File: config.mk
export PLATFORM = sky130hd
export DESIGN_NAME = pwb_ctrl
export DESIGN_NICKNAME = d
export VERILOG_FILES = /design/src/rtl/pwb_pkg.sv /design/src/rtl/pwb_addr_ptr.sv /design/src/rtl/pwb_page_buf.sv /design/src/rtl/pwb_cycle_timer.sv /design/src/rtl/pwb_ctrl.sv
export SDC_FILE = /design/constraint.sdc
export NUM_CORES = 1
export LEC_CHECK = 0
export BUFFER_PORTS_ARGS = -buffer_cell sky130_fd_sc_hd__buf_2
export CAP_MARGIN = 10
export CORE_ASPECT_RATIO = 1.25
export CORE_MARGIN = 2
export CORE_UTILIZATION = 55
export DETAILED_ROUTE_END_ITERATION = 7
export GPL_ROUTABILITY_DRIVEN = 1
export PLACE_DENSITY = 0.72
export SLEW_MARGIN = 20
export SYNTH_ARGS = -nofsm -noshare
export SYNTH_HDL_FRONTEND = slang
export SYNTH_SLANG_ARGS = --single-unit
File: constraint.sdc
create_clock -name clk_i -period 3.5 [get_ports clk_i]
set_clock_uncertainty 0.15 [all_clocks]
set_input_delay 0.7 -clock clk_i [delete_from_list [all_inputs] [get_ports clk_i]]
set_output_delay 0.7 -clock clk_i [all_outputs]
set_load 0.1 [all_outputs]
File: src/rtl/pwb_pkg.sv
package pwb_pkg;
  typedef enum logic [1:0] {
    ST_COLLECT = 2'd0,
    ST_COMMIT  = 2'd1,
    ST_WAIT    = 2'd2
  } pwb_state_e;
endpackage

File: src/rtl/pwb_addr_ptr.sv
module pwb_addr_ptr #(
  parameter int ADDR_W = 11,
  parameter int OFS_W  = 4
) (
  input  logic              clk_i,
  input  logic              rst_ni,
  input  logic              load_i,
  input  logic [ADDR_W-1:0] addr_i,
  input  logic              inc_i,
  output logic [ADDR_W-1:0] ptr_o
);
  logic [ADDR_W-1:0] ptr_q;

  always_ff @(posedge clk_i or negedge rst_ni) begin
    if (!rst_ni) begin
      ptr_q <= '0;
    end else if (load_i) begin
      ptr_q <= addr_i;
    end else if (inc_i) begin
      // only the in-page offset moves
      ptr_q[OFS_W-1:0] <= ptr_q[OFS_W-1:0] + 1'b1;
    end
  end

  assign ptr_o = ptr_q;
endmodule

File: src/rtl/pwb_page_buf.sv
module pwb_page_buf #(
  parameter int PAGE_BYTES = 16,
  parameter int DATA_W     = 8,
  localparam int OFS_W     = $clog2(PAGE_BYTES)
) (
  input  logic              clk_i,
  input  logic              rst_ni,
  input  logic              clr_i,
  input  logic              we_i,
  input  logic [OFS_W-1:0]  widx_i,
  input  logic [DATA_W-1:0] wdata_i,
  input  logic [OFS_W-1:0]  ridx_i,
  output logic [DATA_W-1:0] rdata_o,
  output logic              rvalid_o,
  output logic              any_o
);
  logic [DATA_W-1:0]     slot_q [PAGE_BYTES];
  logic [PAGE_BYTES-1:0] vld_q;

  for (genvar g = 0; g < PAGE_BYTES; g++) begin : g_slot
    always_ff @(posedge clk_i or negedge rst_ni) begin
      if (!rst_ni) begin
        slot_q[g] <= '0;
        vld_q[g]  <= 1'b0;
      end else if (clr_i) begin
        vld_q[g]  <= 1'b0;
      end else if (we_i && widx_i == OFS_W'(g)) begin
        slot_q[g] <= wdata_i;
        vld_q[g]  <= 1'b1;
      end
    end
  end

  assign rdata_o  = slot_q[ridx_i];
  assign rvalid_o = vld_q[ridx_i];
  assign any_o    = |vld_q;
endmodule

File: src/rtl/pwb_cycle_timer.sv
module pwb_cycle_timer #(
  parameter int CYCLE_CLKS = 1000000,
  localparam int CNT_W     = (CYCLE_CLKS > 1) ? $clog2(CYCLE_CLKS) : 1
) (
  input  logic clk_i,
  input  logic rst_ni,
  input  logic start_i,
  output logic done_o
);
  logic [CNT_W-1:0] cnt_q;
  logic             run_q;

  always_ff @(posedge clk_i or negedge rst_ni) begin
    if (!rst_ni) begin
      cnt_q <= '0;
      run_q <= 1'b0;
    end else if (start_i) begin
      cnt_q <= CNT_W'(CYCLE_CLKS - 1);
      run_q <= 1'b1;
    end else if (run_q) begin
      if (cnt_q == '0) run_q <= 1'b0;
      else             cnt_q <= cnt_q - 1'b1;
    end
  end

  assign done_o = run_q && (cnt_q == '0);
endmodule

File: src/rtl/pwb_ctrl.sv
module pwb_ctrl
  import pwb_pkg::*;
#(
  parameter int ADDR_W     = 11,
  parameter int DATA_W     = 8,
  parameter int PAGE_BYTES = 16,
  parameter int CYCLE_CLKS = 1000000
) (
  input  logic              clk_i,
  input  logic              rst_ni,
  input  logic              start_i,
  input  logic              stop_i,
  input  logic              addr_valid_i,
  input  logic [ADDR_W-1:0] addr_i,
  input  logic              data_valid_i,
  input  logic [DATA_W-1:0] data_i,
  input  logic              wp_i,
  output logic              busy_o,
  output logic [ADDR_W-1:0] ptr_o,
  output logic              mem_we_o,
  output logic [ADDR_W-1:0] mem_addr_o,
  output logic [DATA_W-1:0] mem_wdata_o
);
  localparam int OFS_W  = $clog2(PAGE_BYTES);
  localparam int PAGE_W = ADDR_W - OFS_W;

  pwb_state_e       state_q, state_d;
  logic [OFS_W-1:0] idx_q;
  logic             idle, launch, last_slot, commit_end;
  logic             buf_clr, buf_we, buf_any, slot_vld, tmr_done;
  logic [DATA_W-1:0] slot_data;

  assign idle       = (state_q == ST_COLLECT);
  assign launch     = idle && stop_i && buf_any && !wp_i;
  assign last_slot  = (idx_q == OFS_W'(PAGE_BYTES - 1));
  assign commit_end = (state_q == ST_COMMIT) && last_slot;
  assign buf_we     = idle && data_valid_i && !stop_i && !addr_valid_i;
  // mask drops on START, on a STOP that launches nothing, and after a commit
  assign buf_clr    = (idle && stop_i && !launch) ||
                      (idle && start_i && !stop_i) || commit_end;

  pwb_addr_ptr #(.ADDR_W(ADDR_W), .OFS_W(OFS_W)) u_ptr (
    .clk_i  (clk_i),
    .rst_ni (rst_ni),
    .load_i (idle && addr_valid_i && !stop_i),
    .addr_i (addr_i),
    .inc_i  (buf_we),
    .ptr_o  (ptr_o)
  );

  pwb_page_buf #(.PAGE_BYTES(PAGE_BYTES), .DATA_W(DATA_W)) u_buf (
    .clk_i    (clk_i),
    .rst_ni   (rst_ni),
    .clr_i    (buf_clr),
    .we_i     (buf_we),
    .widx_i   (ptr_o[OFS_W-1:0]),
    .wdata_i  (data_i),
    .ridx_i   (idx_q),
    .rdata_o  (slot_data),
    .rvalid_o (slot_vld),
    .any_o    (buf_any)
  );

  pwb_cycle_timer #(.CYCLE_CLKS(CYCLE_CLKS)) u_tmr (
    .clk_i   (clk_i),
    .rst_ni  (rst_ni),
    .start_i (commit_end),
    .done_o  (tmr_done)
  );

  always_comb begin
    state_d = state_q;
    unique case (state_q)
      ST_COLLECT: if (launch)     state_d = ST_COMMIT;
      ST_COMMIT:  if (last_slot)  state_d = ST_WAIT;
      ST_WAIT:    if (tmr_done)   state_d = ST_COLLECT;
      default:                    state_d = ST_COLLECT;
    endcase
  end

  always_ff @(posedge clk_i or negedge rst_ni) begin
    if (!rst_ni) begin
      state_q <= ST_COLLECT;
      idx_q   <= '0;
    end else begin
      state_q <= state_d;
      if (launch)                     idx_q <= '0;
      else if (state_q == ST_COMMIT)  idx_q <= idx_q + 1'b1;
    end
  end

  assign busy_o      = !idle;
  assign mem_we_o    = (state_q == ST_COMMIT) && slot_vld;
  assign mem_addr_o  = {ptr_o[ADDR_W-1 -: PAGE_W], idx_q};
  assign mem_wdata_o = slot_data;
endmodule

==> results list, run 1 <==
* Outcome: completed
- Die Y: 144.3 um
* Number of enable-type register cells in the synthesized netlist: 0
- The setup path with the least slack is of type flip-flop to primary output.
- Share of total power consumed by net switching: 40.95%
* Std-Cell Core Area: 0.01551 sq mm
- Share of power burned in registers: 35.8%
- Average footprint of a synthesized cell: 13.97 sq um
- TritonCTS clock tree: built
- Count of state elements after synthesis: 182
* Netlist cell types: 46
* Number of warnings printed during yosys synthesis: 0
* TritonCTS Buffers: 17
- Main combinational cell family by area after synthesis: multiplexers
- In this run the worst path has a maximum fanout of 14.
- The H-tree was split into 4 levels.
- Maximum resistive drop on vdd: 1.286 mV
* Capturing element type of the critical path: primary output
- Count of antenna-violating nets left after detailed routing: 0
* Portion of the post-synthesis area used by sequential elements: 52.58%
- Flip-flop cell with the highest count after synthesis: sky130_fd_sc_hd__dfrtp_1
- Simple logic cell fraction of the synthesized area: 9.736%
- Data required time of the critical path: 2.65 ns
- Number of buffers added to fix hold violations after cts: 0
- Maximum buffer depth of the clock tree: 2
* Combinational Power Share: 40.9%
- Portion of total power attributed to the clock network: 23.3%
- Multiplexer share of the synthesized area: 29.74%
- The initialized floorplan defines 51 standard-cell rows.
- Synthesis produced 620 cells.
* Tot Pwr: 9.199 mW
* CTS clk-pin slew, worst paths: 0.06 ns
- The largest total area in the synthesized netlist belongs to sky130_fd_sc_hd__dfrtp_1.
- Post-CTS timing repair inserted 0 buffers for setup.
- The filler cells instantiated in the layout total 1213.
- The final route contains 5438 vias.
- For met1 alone, demand over resource in global routing was 30.36%.
* Number of gates resized after cts: 0
- Count of pins over their slew limit: 0
* Share of layout cells above drive strength 1: 42.61%
- Global-route track usage on met3: 5.909%
- The first global-routing pass estimated 30740 um of wire.
* Standby leakage power: 4.694 nW
- In this run the cell area of the synthesized design comes to 0.008662 sq mm.
- Power density relative to cell area: 934.0 mW/mm^2
- The clock drives 182 sinks.
* Count of max-cap constraint violations: 0
- 1st-iter DRT viols: 319
* Clock period minus worst slack: 3.377 ns
- For the pin with the worst max-slew slack, the measured transition is 0.8139 ns.
* Number of remaining DRC errors: 0
- Source of the critical timing path: idx_q[1]$_DFFE_PN0P_
- In the final design database the tool counted 705 nets.
- Once the floorplan was initialized, standard cells occupied 55.86% of the core.
- Total wirelength of the detailed-routed design: 19080 um
- The number of nets in the synthesized netlist is 653.
* Overall die width: 116.2 um
* Ant diodes: 0
- Area share of fa/ha/maj cells after synthesis: 1.011%
- Using the TritonRoute via totals, the vias-per-cell ratio works out to 6.076.
* Total routing resource utilization after global routing: 24.58%
- For this run the aggregate overflow at the end of global routing stands at 0.
- The analysis attributes to net switching a power of 3.767 mW.
- The pre-antenna-repair detailed-routing pass consisted of 4 iterations.
* Top Ports: 58
- Gr busiest metal: met2
- RD Place Congestion: 0.8390
- The internal portion of the total power is 5.431 mW.
* Reg2reg start: state_q[1]$_DFFE_PN0P_
* Final TNS setup: 0 ns
* DR WL/cell: 21.32 um
- Setup repair after global routing left no endpoint under its margin.
- Entering global routing, the biggest net connects 90 pins.
- On the final layout, the worst hold slack is 0.1841 ns.
- Data arrival time at the worst-slack endpoint: 2.53 ns
- Relative slew slack: 45.74%
- Final hold violation count: 0
- Top cells by area in the synthesized netlist: sky130_fd_sc_hd__dfrtp_1 53%, sky130_fd_sc_hd__mux2_2 15%, sky130_fd_sc_hd__mux4_2 12%, sky130_fd_sc_hd__nand2_1 1.7%, sky130_fd_sc_hd__a22o_1 1.6%
- Setup violations remaining at the end of the flow were counted as 0.
- Of all flip-flops after synthesis, the portion carrying an async set or reset was 100.0%.
- Total half-perimeter wirelength after legalization and detailed placement: 12550 um
- Number of global-route vias before repair: 5894
- Post-synthesis xor/xnor area fraction: 0.5056%
- Maximum operating frequency: 296.1 MHz
- Count of input and output buffers: 57
* Met2 track utilization from global routing: 41.22%
* Die Footprint: 0.01678 sq mm
- Antenna violations before repair: 0
- Class of the worst hold path: primary input to async pin
* Synth top area share: 52.58%
* Layout overhead on the synthesized area: 13.69%
- Dividing the final minimum period by the clock period gives 96.49%.
- Clock latency of the later-clocked register in the worst-skew pair: 0.43 ns
- Category of the worst setup path launch point: flip-flop
- Summing the areas of all compound-gate instances in the mapped netlist gives 3.972% of the synthesized area.
- The tree is rooted in a sky130_fd_sc_hd__clkbuf_16.
layout by cell type (no fill, tap or decap), types with 3 or more instances in the layout:
cell type                   count
sky130_fd_sc_hd__a21oi_1        9
sky130_fd_sc_hd__a22o_1        16
sky130_fd_sc_hd__and2_1         8
sky130_fd_sc_hd__buf_2         56
sky130_fd_sc_hd__buf_4         12
sky130_fd_sc_hd__bufinv_16      6
sky130_fd_sc_hd__clkbuf_16     17
sky130_fd_sc_hd__dfrtp_1      180
sky130_fd_sc_hd__ha_1           7
sky130_fd_sc_hd__inv_1          9
sky130_fd_sc_hd__mux2_1        10
sky130_fd_sc_hd__mux2_2       119
sky130_fd_sc_hd__mux2i_1       11
sky130_fd_sc_hd__mux4_2        45
sky130_fd_sc_hd__nand2_1       39
sky130_fd_sc_hd__nand2_2       16
sky130_fd_sc_hd__nand2b_1       5
sky130_fd_sc_hd__nand3_1       10
sky130_fd_sc_hd__nand4_1        7
sky130_fd_sc_hd__nor2_1        19
sky130_fd_sc_hd__nor3_1         5
sky130_fd_sc_hd__nor4_1        12
sky130_fd_sc_hd__nor4_4         4
sky130_fd_sc_hd__nor4b_1        3
sky130_fd_sc_hd__o21ai_0        6
sky130_fd_sc_hd__o31ai_1        4
sky130_fd_sc_hd__or2_2          4
sky130_fd_sc_hd__or3_1          4
sky130_fd_sc_hd__or4_1          4
sky130_fd_sc_hd__xnor2_1        3
registers in the layout, summed over array words and instances, names as in the netlist:
register      count
u_tmr.run_q       1
u_buf.slot_q    128
u_buf.vld_q      16
u_ptr.ptr_o      11
u_tmr.cnt_q      20
idx_q             4
state_q           2
path summary, 6_finish.rpt:
kind | endpoint | slack (ns) | depth (start not counted)
max | mem_we_o | 0.12 | 4
min | u_buf.slot_q[124]$_DFFE_PN0P_ | 0.18 | 1
max reg2reg | u_buf.slot_q[117]$_DFFE_PN0P_ | 0.91 | 5
min reg2reg | u_buf.slot_q[53]$_DFFE_PN0P_ | 0.34 | 1
max in group asynchronous | u_buf.slot_q[3]$_DFFE_PN0P_ | 2.17 | 2
min in group clk_i | u_ptr.ptr_o[4]$_DFFE_PN0P_ | 0.31 | 3
per-stage QoR:
stage	cell area (sq um)	util, %	setup slack (ns)	instances
after floorplan	8668	-	0.05619	620
after global placement	9183	59.22	0.5229	865
after detailed placement	9183	59.22	0.4970	865
after CTS	9842	63.47	0.03072	895
after global routing	9848	63.51	0.05770	895
final	9848	63.51	0.1230	895
critical path, cell delays in order (launching register included):
cell and delay, ns:
sky130_fd_sc_hd__dfrtp_4 0.57, sky130_fd_sc_hd__mux4_2 0.58, sky130_fd_sc_hd__mux4_2 0.48, sky130_fd_sc_hd__and2_1 0.18, sky130_fd_sc_hd__buf_2 0.29
power groups by stage:
stage                     Sequential (mW)  Clock [mW]  Combinational (mW)
final                                3.30        2.14                3.76
after global routing                 3.38        2.26                4.00
after CTS                            3.28        2.17                3.79
after detailed placement             3.31           0                3.79
after global placement               3.26           0                3.70
after floorplan                      3.73           0                2.59
metal layers:
layer	routed length [um]	part of all wire, %
met5	0	0
met4	560	2.9
met3	881	4.6
met2	9782	51
met1	7852	41
cell type report:
class                      instances  area, sq um  area share (%)
clock buffer                      21        460.4           4.675
clock inverter                     9        198.9           2.020
inverter                           9        33.78          0.3430
multi-input combinational        390         3895           39.55
sequential                       182         4562           46.32
tap                              212        265.3           2.693
timing repair buffer              72        432.9           4.396
synthesized netlist by cell type (5+ instances only):
| cell | instances |
|---|---|
| sky130_fd_sc_hd__dfrtp_1 | 182 |
| sky130_fd_sc_hd__mux2_2 | 119 |
| sky130_fd_sc_hd__mux4_2 | 45 |
| sky130_fd_sc_hd__nand2_1 | 39 |
| sky130_fd_sc_hd__clkbuf_1 | 22 |
| sky130_fd_sc_hd__nor2_1 | 19 |
| sky130_fd_sc_hd__a22o_1 | 16 |
| sky130_fd_sc_hd__nand2_2 | 16 |
| sky130_fd_sc_hd__nor4_1 | 12 |
| sky130_fd_sc_hd__mux2i_1 | 11 |
| sky130_fd_sc_hd__mux2_1 | 10 |
| sky130_fd_sc_hd__nand3_1 | 10 |
| sky130_fd_sc_hd__a21oi_1 | 9 |
| sky130_fd_sc_hd__inv_1 | 9 |
| sky130_fd_sc_hd__and2_1 | 8 |
| sky130_fd_sc_hd__buf_4 | 8 |
| sky130_fd_sc_hd__buf_1 | 7 |
| sky130_fd_sc_hd__ha_1 | 7 |
| sky130_fd_sc_hd__nand4_1 | 7 |
| sky130_fd_sc_hd__o21ai_0 | 6 |
| sky130_fd_sc_hd__nand2b_1 | 5 |
| sky130_fd_sc_hd__nor3_1 | 5 |
cells by family after synthesis:
group,after synthesis
xor gates and xnor gates,5
buffers and inverters,48
AOI/OAI and AO/OA,46
and+or+nand+nor,147
DFF,182
adders and majority gates,7
muxes,185
No activity file was read; power rests on OpenSTA's default activity.
==> run 2, diff against run 1 <==
--- a/config.mk
+++ b/config.mk
@@ -7,12 +7,12 @@
 export LEC_CHECK = 0
 export BUFFER_PORTS_ARGS = -buffer_cell sky130_fd_sc_hd__buf_2
 export CAP_MARGIN = 10
-export CORE_ASPECT_RATIO = 1.25
 export CORE_MARGIN = 2
 export CORE_UTILIZATION = 55
 export DETAILED_ROUTE_END_ITERATION = 7
 export GPL_ROUTABILITY_DRIVEN = 1
 export PLACE_DENSITY = 0.72
+export SETUP_SLACK_MARGIN = 0.5
 export SLEW_MARGIN = 20
 export SYNTH_ARGS = -nofsm -noshare
 export SYNTH_HDL_FRONTEND = slang
==> run 2 against run 1 <==
Effect of this change:
- routed wire length is 0.24% lower
- first-iteration DRC count down 0.63%
- combinational power grew 3%
- via count increased by 0.75%
- maximum frequency rose by 4.6%
- worst hold slack worse by 0.14 ns
- cell count rose by 0.45%
- non-clock buffer count grew 4
- register-to-register slack got worse by 0.12 ns
- count of clock-buffer cells in the layout up 2
- critical path depth did not move
- critical endpoint is now mem_wdata_o[7]
- largest cell class unchanged
==> results list, run 2 (synthesis gave the netlist of run 1 again) <==
* Sequential cell area in the final layout: 0.004563 sq mm (about the same)
* Cell chosen for the clock root: sky130_fd_sc_hd__clkbuf_16
- The full die area is 0.01677 sq mm (about the same).
* Global-route wire length before repair: 31100 um (+1.2%)
- Biggest register: u_buf.slot_q
- The final hold violation count came to 0 (unchanged).
* Standby leakage power: 4.655 nW (-0.83%)
* Final TNS setup: 0 ns (unchanged)
- Number of remaining DRC errors: 0 (unchanged)
- The detail-routed net length per standard cell is 21.17 um (-0.68%).
- Number of buffers added to fix hold violations after cts: 0 (unchanged)
- Number of cells on the worst reg-to-reg path: 4 (-1)
- The clock transition at the registers of the reported paths is 0.06 ns (about the same).
- Relative slew slack: 56.58% (+11 points)
- The slew at the pin closest to its max-slew limit came to 0.6423 ns (-0.1716 ns).
- Count of max-cap constraint violations: 0 (unchanged)
* Fraction of the cycle the final worst path needs: 92.27% (-4.2 points)
* Largest register FFs: 128 (unchanged)
- RD Place Congestion: 0.8178 (-2.5%)
- Share of layout cells above drive strength 1: 43.17% (+0.56 points)
- Class of the worst hold path: primary input to async pin
* Area occupied by multi-input gates: 0.003897 sq mm (about the same)
- TritonCTS clock tree: built
* Maximum resistive drop on vdd: 1.078 mV (-16%)
- The data arrival time of the worst path came to 2.38 ns (-0.15 ns).
- The number of buffers added by the clock tree synthesis step is 17 (unchanged).
- Pre-Repair DR Iteration Count: 5 (+1)
- Power density relative to cell area: 912.9 mW/mm^2 (-2.3%)
* Die Y: 129.5 um (-10%)
* Via-to-Cell Ratio: 6.095 (+0.31%)
* Number of global-route vias before repair: 5856 (-0.64%)
- Number of nets at the end of the flow: 709 (+0.57%)
- Count of pins over their slew limit: 0 (unchanged)
- Overall die width: 129.5 um (+11%)
* Count of input and output buffers: 57 (unchanged)
- Initial core utilization: 56.56% (+0.70 points)
- The maximum net fanout on the critical path came to 12 (-2).
* Top Ports: 58 (unchanged)
* Most common library cell in the layout ignoring fill and taps: sky130_fd_sc_hd__dfrtp_1
- The worst hold-check slack came to 0.04717 ns (-0.1369 ns).
- RSZ-0062 raised after global routing: true
- Leaving out fill and tap cells, the most frequent cells in the layout are 179 x sky130_fd_sc_hd__dfrtp_1, 119 x sky130_fd_sc_hd__mux2_2, 47 x sky130_fd_sc_hd__buf_2, 45 x sky130_fd_sc_hd__mux4_2, 39 x sky130_fd_sc_hd__nand2_1.
- Category of the worst setup path launch point: flip-flop
- Category of the most critical setup path: flip-flop to primary output
- The final-layout fill cell count came to 1183 (-2.5%).
- Vias after detailed routing: 5479 (+0.75%)
- The endpoint required time on the critical path is 2.65 ns (about the same).
* 1st-iter DRT viols: 317 (-0.63%)
- Largest registers in the final layout: u_buf.slot_q x128, u_tmr.cnt_q x20, u_buf.vld_q x16
* Maximum operating frequency: 309.6 MHz (+4.6%)
* Post-layout worst setup margin: 0.2705 ns (+0.1474 ns)
* Sink Count: 182 (unchanged)
- Tot Pwr: 8.963 mW (-2.6%)
* Clock latency of the later-clocked register in the worst-skew pair: 0.43 ns (about the same)
- Number of standard-cell rows in the floorplan: 45 (-12%)
- Count of antenna-violating nets left after detailed routing: 0 (unchanged)
* Pin count of the biggest net entering global routing: 70 (-22%)
- The number of levels the H-tree was split into came to 4 (unchanged).
- Total half-perimeter wirelength after legalization and detailed placement: 12320 um (-1.8%)
- The antenna diode count was 0 (unchanged).
- Total routing resource utilization after global routing: 24.84% (+0.26 points)
- The global-route congestion overflow total was 0 (unchanged).
- The total routed wirelength is 19030 um (-0.24%).
- Count of endpoints failing setup in the final report: 0 (unchanged)
- Std-Cell Core Area: 0.01531 sq mm (-1.2%)
- The clock period minus worst slack was 3.230 ns (-0.1474 ns).
* Capturing element type of the critical path: primary output
* Maximum buffer depth of the clock tree: 2 (unchanged)
- Antenna violations before repair: 0 (unchanged)
- Layout overhead on the synthesized area: 13.35%
- The run finished with clean final reports.
- The post-placement worst setup slack was 0.3926 ns (-0.1044 ns).
[run 2: path summary, 6_finish.rpt]
path                                                    from                            end  slack [ns]
worst max-delay path                    idx_q[0]$_DFFE_PN0P_                 mem_wdata_o[7]        0.27
worst max register to register        state_q[1]$_DFFE_PN0P_   u_buf.slot_q[62]$_DFFE_PN0P_        0.79
min in group clk_i                                 addr_i[9]     u_ptr.ptr_o[9]$_DFFE_PN0P_        0.30
worst min-delay path                                  rst_ni  u_buf.slot_q[116]$_DFFE_PN0P_        0.05
worst min register to register  u_buf.slot_q[54]$_DFFE_PN0P_   u_buf.slot_q[54]$_DFFE_PN0P_        0.34
max in group asynchronous                             rst_ni           idx_q[1]$_DFFE_PN0P_        2.24
[run 2: critical path, stage by stage, from the launching register on]
cell and delay, ns:
sky130_fd_sc_hd__dfrtp_4 0.50, sky130_fd_sc_hd__buf_12 0.18, sky130_fd_sc_hd__mux4_2 0.52, sky130_fd_sc_hd__mux4_2 0.52, sky130_fd_sc_hd__buf_6 0.21
[run 2: final cells by class]
type,instances,area share (%)
sequential,182,46.48
multi-input combinational,390,39.70
timing repair buffer,76,5.403
clock buffer,23,4.868
tap,211,2.689
clock inverter,8,0.5225
inverter,9,0.3441
[run 2: power by group]
group          internal, mW  switching, mW  leakage (nW)
clock network         0.957          0.795         0.255
logic                  1.41           2.46          1.95
registers              2.77          0.573          2.45
[run 2: per-stage QoR]
stage	cells	cell area (sq um)	util, %
floorplan	620	8731	-
global route	899	9818	64.11
detailed placement	862	9173	59.89
CTS	899	9811	64.06
finish	899	9818	64.11
global placement	862	9173	59.89
[run 2: what timing repair did]
action / CTS / global route
gates resized for setup: 19 / 2
endpoints found under the setup margin: 9 / 9
cloned: 0 / 0
setup buffers: 6 / 0
[run 2: metal layers]
metal / wire, um / track usage (%) / up-vias / share of wire (%)
met4: 641 / 11.39 / 0 / 3.4
met1: 8210 / 32.63 / 2872 / 43
li1: - / - / 2414 / -
met2: 9503 / 40.84 / 148 / 50
met5: 0 / 0 / - / 0
met3: 676 / 4.335 / 45 / 3.6
==> run 3, diff against run 2 <==
--- a/config.mk
+++ b/config.mk
@@ -8,11 +8,11 @@
 export BUFFER_PORTS_ARGS = -buffer_cell sky130_fd_sc_hd__buf_2
 export CAP_MARGIN = 10
 export CORE_MARGIN = 2
-export CORE_UTILIZATION = 55
+export CORE_UTILIZATION = 25
 export DETAILED_ROUTE_END_ITERATION = 7
 export GPL_ROUTABILITY_DRIVEN = 1
-export PLACE_DENSITY = 0.72
-export SETUP_SLACK_MARGIN = 0.5
+export PLACE_DENSITY = 0.38
+export SETUP_SLACK_MARGIN = 0.1
 export SLEW_MARGIN = 20
 export SYNTH_ARGS = -nofsm -noshare
 export SYNTH_HDL_FRONTEND = slang
==> run 3 against run 2 <==
Effect of this change:
- sequential cell count is the same
- cell area grew 3.4%
- sequential share of layout area shrank 1.5 points
- highest routed layer unchanged
==> results list, run 3 (synthesis gave the netlist of run 1 again) <==
* Share of layout cells above drive strength 1: 43.85% (+0.68 points)
* Longest individual stage delay on the worst path: 0.52 ns (about the same)
- The chip width was 190.1 um (+47%).
* Depth of the CTS H-tree: 4 (unchanged)
* Layout overhead on the synthesized area: 17.20%
* DR WL/cell: 20.10 um (-5.0%)
- Total wirelength of the detailed-routed design: 23040 um (+21%)
- In the final layout, the registers with the most flip-flops are u_buf.slot_q x128, u_tmr.cnt_q x20, u_buf.vld_q x16.
- Endpoint of the worst register-to-register path: u_buf.slot_q[116]$_DFFE_PN0P_
- The hold-fix buffer count after cts came to 0 (unchanged).
- The slowest stage of the critical path belongs to the cell sky130_fd_sc_hd__mux4_2.
- The I/O pin total came to 58 (unchanged).
- The number of max-capacitance violations reported was 0 (unchanged).
- Reg2reg start: state_q[1]$_DFFE_PN0P_
* RD Place Congestion: 0.7684 (-6.0%)
- TritonCTS Buffers: 17 (unchanged)
* Initial core utilization: 25.20% (-31 points)
- The total routing usage reported by global routing came to 13.40% (-11 points).
- The worst setup path is launched from a flip-flop.
- Post-route core utilization: 29.54% (-35 points)
- The endpoint required time on the critical path was 2.65 ns (about the same).
* Fillers: 3480 (+190%)
- The library cells used most frequently in the layout, excluding fill and tap cells, are 180 x sky130_fd_sc_hd__dfrtp_1, 119 x sky130_fd_sc_hd__mux2_2, 49 x sky130_fd_sc_hd__buf_2, 45 x sky130_fd_sc_hd__mux4_2, 39 x sky130_fd_sc_hd__nand2_1.
- The detailed-router iteration count before antenna repair was 4 (-1).
* RSZ-0062 raised after global routing: false
- The setup TNS was 0 ns (unchanged).
- The routed via count divided by cell count was 4.811 (-21%).
- Global-route wire length before repair: 35670 um (+15%)
* Largest register FFs: 128 (unchanged)
* Most common library cell in the layout ignoring fill and taps: sky130_fd_sc_hd__dfrtp_1
- The vertical die dimension came to 190.1 um (+47%).
- R2R Setup Slk: 0.87 ns (+0.08 ns)
- Vias after detailed routing: 5513 (+0.62%)
- The cell that appears most often on the critical path is sky130_fd_sc_hd__mux4_2.
- Total half-perimeter wirelength after legalization and detailed placement: 14860 um (+21%)
- Slew at the pin closest to its max-slew limit: 0.7944 ns (+0.1521 ns)
- Class of the worst hold path: primary input to async pin
- The depth of the worst register-to-register path was 5 (+1).
- The clock sink total was 182 (unchanged).
- Maximum buffer depth of the clock tree: 2 (unchanged)
- Count of endpoints failing setup in the final report: 0 (unchanged)
- The worst supply voltage drop on vdd is 0.9216 mV (-15%).
- The maximum number of pins on one net before global-route repair was 49 (-30%).
- The post-layout worst setup margin came to 0.1526 ns (-0.1179 ns).
* Die Footprint: 0.03615 sq mm (+120%)
- The global-route congestion overflow total was 0 (unchanged).
* Pre-CTS setup slack: 0.4223 ns (+0.02973 ns)
- The ratio of final minimum period to clock period is 95.64% (+3.4 points).
- The tree is rooted in a sky130_fd_sc_hd__clkbuf_16.
* Ant diodes: 0 (unchanged)
* Count of pins over their slew limit: 0 (unchanged)
* Worst-case hold slack: 0.03008 ns (-0.01709 ns)
* Clock latency of the later-clocked register in the worst-skew pair: 0.45 ns (+0.02 ns)
* Number of global-route vias before repair: 5781 (-1.3%)
- The cell leakage power is 4.689 nW (+0.73%).
- TritonCTS built the clock tree.
- The clock period minus worst slack was 3.347 ns (+0.1179 ns).
- Number of remaining DRC errors: 0 (unchanged)
* Data arrival time at the worst-slack endpoint: 2.50 ns (+0.12 ns)
* Number of standard-cell rows in the floorplan: 68 (+51%)
- Capturing element type of the critical path: primary output
- Category of the most critical setup path: flip-flop to primary output
* Number of nets at the end of the flow: 711 (+0.28%)
* Outcome: completed
* Count of input and output buffers: 57 (unchanged)
- The residual antenna-violating net count after detailed routing is 0 (unchanged).
* Cells traversed along the worst timing path: buf_4 > mux4_2 > mux4_2 > buf_2
- The maximum net fanout on the critical path is 6 (-6).
- Final hold violation count: 0 (unchanged)
- The clock transition at the registers of the reported paths came to 0.07 ns (about the same).
* Antenna violations before repair: 0 (unchanged)
- 1st-iter DRT viols: 241 (-24%)
- Maximum operating frequency: 298.7 MHz (-3.5%)
* Relative slew slack: 46.29% (-10 points)
- Std-Cell Core Area: 0.03437 sq mm (+120%)
* Power density relative to cell area: 897.5 mW/mm^2 (-1.7%)
* Tot Pwr: 9.111 mW (+1.7%)
* Biggest register: u_buf.slot_q
==> run 3: routing by layer <==
layer / routed length [um] / part of all wire, % / GRT usage [%] / vias up
met5: 0 / 0 / 0 / -
met4: 378 / 1.6 / 4.472 / 0
met3: 654 / 2.8 / 2.841 / 20
met2: 12210 / 53 / 23.64 / 99
met1: 9795 / 43 / 16.23 / 2965
li1: - / - / - / 2429
==> run 3: through the flow <==
step | cell area (sq um) | std cells
after floorplan | 8677 | 620
after global placement | 9538 | 1111
after detailed placement | 9542 | 1111
after CTS | 10140 | 1146
after global routing | 10150 | 1146
final | 10150 | 1146
==> run 3: final cells by class <==
class                           count  area, sq um  share of cell area [%]
Inverter                            9        33.78                  0.3328
Tap cell                          455        569.3                   5.608
Timing Repair Buffer               78        516.7                   5.090
Clock inverter                     14        131.4                   1.294
Sequential cell                   182         4562                   44.93
Multi-Input combinational cell    390         3900                   38.42
Clock buffer                       18        439.2                   4.326
==> run 3: worst max path at each step <==
stage	startpoint	end	slack [ns]	cells past startpoint
floorplan	idx_q[0]$_DFFE_PN0P_	mem_wdata_o[0]	0.18	4
global placement	idx_q[0]$_DFFE_PN0P_	mem_wdata_o[5]	0.41	4
detailed placement	idx_q[0]$_DFFE_PN0P_	mem_wdata_o[6]	0.42	4
CTS	idx_q[0]$_DFFE_PN0P_	mem_wdata_o[1]	0.1	4
global route	idx_q[0]$_DFFE_PN0P_	mem_wdata_o[2]	0.10	4
finish	idx_q[0]$_DFFE_PN0P_	mem_wdata_o[7]	0.15	4
==> run 3: worst max-delay path, delay by kind of cell (launching register included) <==
kind / cells / cell delay, ns
mux: 2 / 1.01
buf+inv: 2 / 0.52
flops: 1 / 0.51
==> run 3: what timing repair did <==
item / in CTS / in global routing
gates resized for setup: 4 / 5
endpoints found under the setup margin: 8 / 3
buffers inserted: 3 / 0
hold endpoints to repair: 0 / 0
==> run 3: where the power goes <==
part           total, mW  switching (mW)  internal [mW]  leakage [nW]
sequential          3.32           0.553           2.76          2.45
clock               1.92           0.952          0.964         0.280
combinational       3.88            2.52           1.36          1.96
